### config.mk
export PLATFORM = sky130hd
export DESIGN_NAME = lock_qualifier
export DESIGN_NICKNAME = d
export VERILOG_FILES = /design/src/rtl/lq_pkg.sv /design/src/rtl/lq_sample_tick.sv /design/src/rtl/lq_cmd_decode.sv /design/src/rtl/lq_window_ctr.sv /design/src/rtl/lq_hit_eval.sv /design/src/rtl/lock_qualifier.sv
export SDC_FILE = /design/constraint.sdc
export NUM_CORES = 1
export LEC_CHECK = 0
export ABC_CLOCK_PERIOD_IN_PS = 2000
export CAP_MARGIN = 0
export CORE_UTILIZATION = 44
export DETAILED_ROUTE_END_ITERATION = 6
export HOLD_SLACK_MARGIN = 0.08
export PLACE_DENSITY_LB_ADDON = 0.15
export SYNTH_ARGS = -nofsm -noshare
export SYNTH_HDL_FRONTEND = slang
export SYNTH_SLANG_ARGS = --single-unit
export TNS_END_PERCENT = 1
### constraint.sdc
create_clock -name clk -period 2 [get_ports clk]
set_input_delay 0.4 -clock clk [delete_from_list [all_inputs] [get_ports clk]]
set_output_delay 0.4 -clock clk [all_outputs]
set_load 0.02 [all_outputs]
### src/rtl/lq_pkg.sv
package lq_pkg;
  localparam int WIN_SHORT = 80;
  localparam int WIN_LONG  = 84;
  localparam int THR_W     = 7;
  localparam int BYTE_W    = 8;
  localparam int CNT_W     = $clog2(WIN_LONG + 1);
  localparam logic [THR_W-1:0] THR_RESET = '1;

  typedef logic [CNT_W-1:0] cnt_t;
  typedef logic [THR_W-1:0] thr_t;

  typedef enum logic [1:0] {
    CMD_NONE  = 2'd0,
    CMD_SETUP = 2'd1,
    CMD_THR   = 2'd2
  } cmd_kind_e;

  function automatic cnt_t win_len(input logic sel);
    win_len = sel ? cnt_t'(WIN_LONG) : cnt_t'(WIN_SHORT);
  endfunction

  function automatic cmd_kind_e classify(input logic [BYTE_W-1:0] b2,
                                         input logic [BYTE_W-1:0] b3);
    if (b2[7:6] == 2'b10 && b3[5] && b3[1:0] == 2'b00)
      classify = CMD_SETUP;
    else if (b2[7:6] == 2'b01 && b2[4])
      classify = CMD_THR;
    else
      classify = CMD_NONE;
  endfunction

  function automatic thr_t thr_field(input logic [BYTE_W-1:0] b1);
    thr_field = b1[7:1];
  endfunction

  function automatic logic verdict(input cnt_t hits, input thr_t thr);
    verdict = ({1'b0, hits} >= {{(CNT_W + 1 - THR_W){1'b0}}, thr});
  endfunction
endpackage

### src/rtl/lq_sample_tick.sv
module lq_sample_tick (
  input  logic clk,
  input  logic rst,
  output logic tick_o
);
  logic phase_q;

  always_ff @(posedge clk) begin
    if (rst) phase_q <= 1'b0;
    else     phase_q <= ~phase_q;
  end

  assign tick_o = phase_q;
endmodule

### src/rtl/lq_cmd_decode.sv
module lq_cmd_decode
  import lq_pkg::*;
(
  input  logic              clk,
  input  logic              rst,
  input  logic              vld_i,
  input  logic [BYTE_W-1:0] b1_i,
  input  logic [BYTE_W-1:0] b2_i,
  input  logic [BYTE_W-1:0] b3_i,
  output logic              setup_hit_o,
  output logic              thr_hit_o,
  output logic              sel_o,
  output thr_t              thr_o
);
  cmd_kind_e kind;
  logic      sel_q;
  thr_t      thr_q;

  always_comb begin
    kind = vld_i ? classify(b2_i, b3_i) : CMD_NONE;
  end

  assign setup_hit_o = (kind == CMD_SETUP);
  assign thr_hit_o   = (kind == CMD_THR);

  always_ff @(posedge clk) begin
    if (rst) begin
      sel_q <= 1'b0;
      thr_q <= THR_RESET;
    end else begin
      if (setup_hit_o) sel_q <= b1_i[5];
      if (thr_hit_o)   thr_q <= thr_field(b1_i);
    end
  end

  assign sel_o = sel_q;
  assign thr_o = thr_q;
endmodule

### src/rtl/lq_window_ctr.sv
module lq_window_ctr
  import lq_pkg::*;
(
  input  logic clk,
  input  logic rst,
  input  logic tick_i,
  input  logic sel_i,
  output logic win_end_o,
  output cnt_t pos_o,
  output cnt_t len_o
);
  cnt_t pos_q;
  cnt_t len_q;

  assign win_end_o = tick_i && (pos_q == len_q - cnt_t'(1));

  always_ff @(posedge clk) begin
    if (rst) begin
      pos_q <= '0;
      len_q <= win_len(1'b0);
    end else if (win_end_o) begin
      pos_q <= '0;
      len_q <= win_len(sel_i);
    end else if (tick_i) begin
      pos_q <= pos_q + cnt_t'(1);
    end
  end

  assign pos_o = pos_q;
  assign len_o = len_q;
endmodule

### src/rtl/lq_hit_eval.sv
module lq_hit_eval
  import lq_pkg::*;
(
  input  logic clk,
  input  logic rst,
  input  logic tick_i,
  input  logic win_end_i,
  input  logic raw_i,
  input  thr_t thr_i,
  output cnt_t hits_o,
  output logic lock_o
);
  cnt_t hits_q;
  cnt_t hits_next;
  logic lock_q;

  assign hits_next = hits_q + cnt_t'(raw_i);

  always_ff @(posedge clk) begin
    if (rst) begin
      hits_q <= '0;
      lock_q <= 1'b0;
    end else if (win_end_i) begin
      lock_q <= verdict(hits_next, thr_i);
      hits_q <= '0;
    end else if (tick_i) begin
      hits_q <= hits_next;
    end
  end

  assign hits_o = hits_q;
  assign lock_o = lock_q;
endmodule

### src/rtl/lock_qualifier.sv
module lock_qualifier
  import lq_pkg::*;
(
  input  logic              clk,
  input  logic              rst,
  input  logic              lock_raw_i,
  input  logic              cmd_vld_i,
  input  logic [BYTE_W-1:0] cmd_b1_i,
  input  logic [BYTE_W-1:0] cmd_b2_i,
  input  logic [BYTE_W-1:0] cmd_b3_i,
  output logic              lock_o
);
  logic tick;
  logic win_end;
  logic setup_hit;
  logic thr_hit;
  logic sel;
  thr_t thr;
  cnt_t pos;
  cnt_t len;
  cnt_t hits;

  lq_sample_tick u_tick (
    .clk    (clk),
    .rst    (rst),
    .tick_o (tick)
  );

  lq_cmd_decode u_cmd (
    .clk         (clk),
    .rst         (rst),
    .vld_i       (cmd_vld_i),
    .b1_i        (cmd_b1_i),
    .b2_i        (cmd_b2_i),
    .b3_i        (cmd_b3_i),
    .setup_hit_o (setup_hit),
    .thr_hit_o   (thr_hit),
    .sel_o       (sel),
    .thr_o       (thr)
  );

  lq_window_ctr u_win (
    .clk       (clk),
    .rst       (rst),
    .tick_i    (tick),
    .sel_i     (sel),
    .win_end_o (win_end),
    .pos_o     (pos),
    .len_o     (len)
  );

  lq_hit_eval u_eval (
    .clk       (clk),
    .rst       (rst),
    .tick_i    (tick),
    .win_end_i (win_end),
    .raw_i     (lock_raw_i),
    .thr_i     (thr),
    .hits_o    (hits),
    .lock_o    (lock_o)
  );
endmodule

==> qor.yml <==
clock_sinks: 25
ys_top_cells_by_area: "dfxtp_1 (38%), ha_1 (9.6%), nor2_1 (8.4%)"
hold_depth: 2
r2r_setup_slack_ps: 130
synth_top_family_by_area: "simple AND/OR/NAND/NOR gates"
grt-ovfl-total: 0
synth_area_per_cell_sq_um: 8.74
seq_area_frac_synth: 0.384
cp_top_family: "adder cells"
start_util: 0.468
fmax_mhz: 535
hpwl_um: 1780
min-delay-path-class: "register to register"
viasPerCell: 5.11
synth-simple-area-share: 0.212
synth_most_common_cell: "nor2_1"
tightest_slew_ps: 308
grt_max_degree: 15
setup_viol: 0
drv_slew: 0
synthTopCellsByCount: "nor2_1 (29), dfxtp_1 (25), inv_1 (15)"
vias: 1032
async_reset_ff_frac: 0
cap_violations: 0
dr.pass1.iters: 4
path_cells: "ha_4, ha_4, buf_4, xor2_1, ha_1, a21oi_1, a21oi_1, o31a_2"
area_delta_synth_final_pct: 23.9
layout.cells.non_filler: 202
drtAntennaViolNets: 0
synth_nets: 187
dpl_worst_slack_ps: -566
fill_cells: 252
synthCells: 149
synth_top_area_frac: 0.384
die-area_sq_um: 3180
crit_path_max_fanout: 3
path_buf_inv: 1
worst_r2r_path_depth: 8
r2r-start: "u_eval.hits_o[0]"
path_clk_slew_ps: 150
synth_xor_area_frac: 0.108
grt_pass1_wl_um: 4220
cts_max_level: 1
insertedDiodeCount: 0
rsz0062_at_grt: "true"
die_w_um: 56.4
worstSetupEndpointType: "register"
pin_count: 29
whs_endpoint: "u_win.len_o[2]"
use_met3: 0.0323
status: "complete, no violations"
cp.required_ps: 2240
grt_pass1_vias: 1006
drc: 0
synthMuxAreaShare: 0.0307
finalPower_w: 0.000850
cp.arrival_ps: 2110
drt_iter0_drc: 29
num-nets-final: 210
cts_buffer_depth: 2
antenna_found_initial: 0
maxSlewHeadroom: 0.794
hp-start: "u_cmd.sel_o"
met1_usage: 0.220
critPathKind: "register to register"
multi_input_area_sq_um: 776
max_stage_delay_ps: 360
synth_cell_types: 25
io_buffers: 17
final_hold_viol_count: 0
start_kind: "register"
regToRegEndpoint: "u_eval.lock_o"
ys_ff_latch: 25
cts_made_buffers: 3
p_per_area_nw_per_um2: 527
dp_cells: 197
yosys.area.top_type: "dfxtp_1"
synth_compound_area_frac: 0.104
drive_above_1_share: 0.135
design.core.area_sq_um: 2780
post-route-worst-setup-slack_ps: 130
fin_crit_sh: 0.935
syn_area_sq_um: 1300
regArea_sq_um: 502
grt_usage: 0.166
slowest_stage: "dfxtp_2"
root_buffer: "clkbuf_4"
fin_crit_ps: 1870
ir_worst_vdd_uv: 442
power_leakage_nw: 0.705
cts_tree: "yes"
gp_congestion: 0.742
clock_latency_ps: 330
grt_util_met2: 0.265
yosys_warnings: 0
final.setup_skew_ps: 17.8
routed_wl_um: 2380
busiest_layer: "met2"
synthFlopType: "dfxtp_1"
synth_adder_area_share: 0.0961
die-height_um: 56.4
synth_edf_count: 0
wire_per_inst_um: 11.8
row_count: 19
[sequential cells by signal (all words and copies together), names as in the netlist]
register / flops
u_cmd.thr_o: 7
u_eval.lock_o: 1
u_cmd.sel_o: 1
u_tick.tick_o: 1
u_win.pos_o: 7
u_eval.hits_o: 7
u_win.len_o: 1
[through the flow]
step                       util  hold slack (ps)  area [sq um]  setup TNS (ps)
final                     0.580              472          1610               0
after global routing      0.580              508          1610               0
after CTS                 0.572              474          1590               0
after detailed placement  0.549              453          1530            -566
after global placement    0.549              446          1530            -510
after floorplan               -              435          1310               0
[worst reg2reg max path, stage by stage (launching register included)]
cell and delay (ps):
dfxtp_2 360, ha_4 160, ha_4 160, buf_4 140, xor2_1 140, ha_1 300, a21oi_1 140, a21oi_1 80
o31a_2 310
[area by class of cell]
type	count	area share
Multi-Input combinational cell	104	0.481
Sequential cell	25	0.311
Timing Repair Buffer	23	0.133
Inverter	15	0.0349
Tap cell	31	0.0240
Clock buffer	3	0.0140
Clock inverter	1	0.00310
[kinds of logic (layout without fill, tap and decap cells)]
family                     after synthesis  count (layout)
and+or+nand+nor                         56              56
DFF                                     25              25
buffers and inverters                   20              42
AOI/OAI and AO/OA                       18              18
xor gates and xnor gates                16              16
adders and majority gates               10              10
muxes                                    4               4
[cells in the final DEF (no fill, tap or decap)]
master / instances
o21bai_4: 1
and4bb_2: 1
o31a_2: 1
nand2b_1: 1
nand3_4: 1
clkbuf_4: 3
nand4b_1: 3
clkinv_2: 1
clkdlybuf4s50_1: 16
a211o_1: 7
nand4_1: 5
dfxtp_2: 1
nor2_2: 2
o21ai_1: 1
inv_1: 15
ha_1: 8
a21oi_2: 1
xnor2_2: 1
nand2_1: 9
nor3_1: 2
buf_4: 6
nand2b_4: 1
nor2_4: 1
ha_4: 2
nor2_1: 27
xor2_1: 9
a21oi_1: 5
nand3_1: 2
xnor2_1: 6
dlygate4sd2_1: 1
dfxtp_1: 24
mux2i_1: 4
o21ai_0: 2
and4bb_1: 1
[where the power goes]
| part | total [W] | internal, W | switching, W | leakage, nW |
|---|---|---|---|---|
| Combinational | 0.000100 | 0.0000593 | 0.0000410 | 0.484 |
| Sequential | 0.000520 | 0.000511 | 0.00000942 | 0.203 |
| Clock | 0.000229 | 0.0000750 | 0.000154 | 0.0177 |
[repair_timing]
action                     in CTS  in global routing
gates cloned                    0                  0
resized for setup               7                  5
buffers inserted                1                  0
pin swaps                       6                  5
setup endpoints to repair       1                  1
hold buffers                    0                  0
[metal layers]
layer	vias up	routed length (um)
li1	540	-
met3	6	78
met5	-	0
met1	467	1210
met2	19	1040
met4	0	45
[how the worst max path moves through the flow]
stage / depth (start not counted) / slack, ps / startpoint / endpoint
finish: 8 / 130 / u_eval.hits_o[0] / u_eval.lock_o
global route: 9 / 10 / u_eval.hits_o[0] / u_eval.lock_o
CTS: 9 / 70 / u_eval.hits_o[0] / u_eval.lock_o
detailed placement: 10 / -570 / lock_raw_i / u_eval.lock_o
global placement: 10 / -510 / lock_raw_i / u_eval.lock_o
floorplan: 9 / 3 / lock_raw_i / u_eval.lock_o
Note: power is estimated with default switching activity, not from simulation.
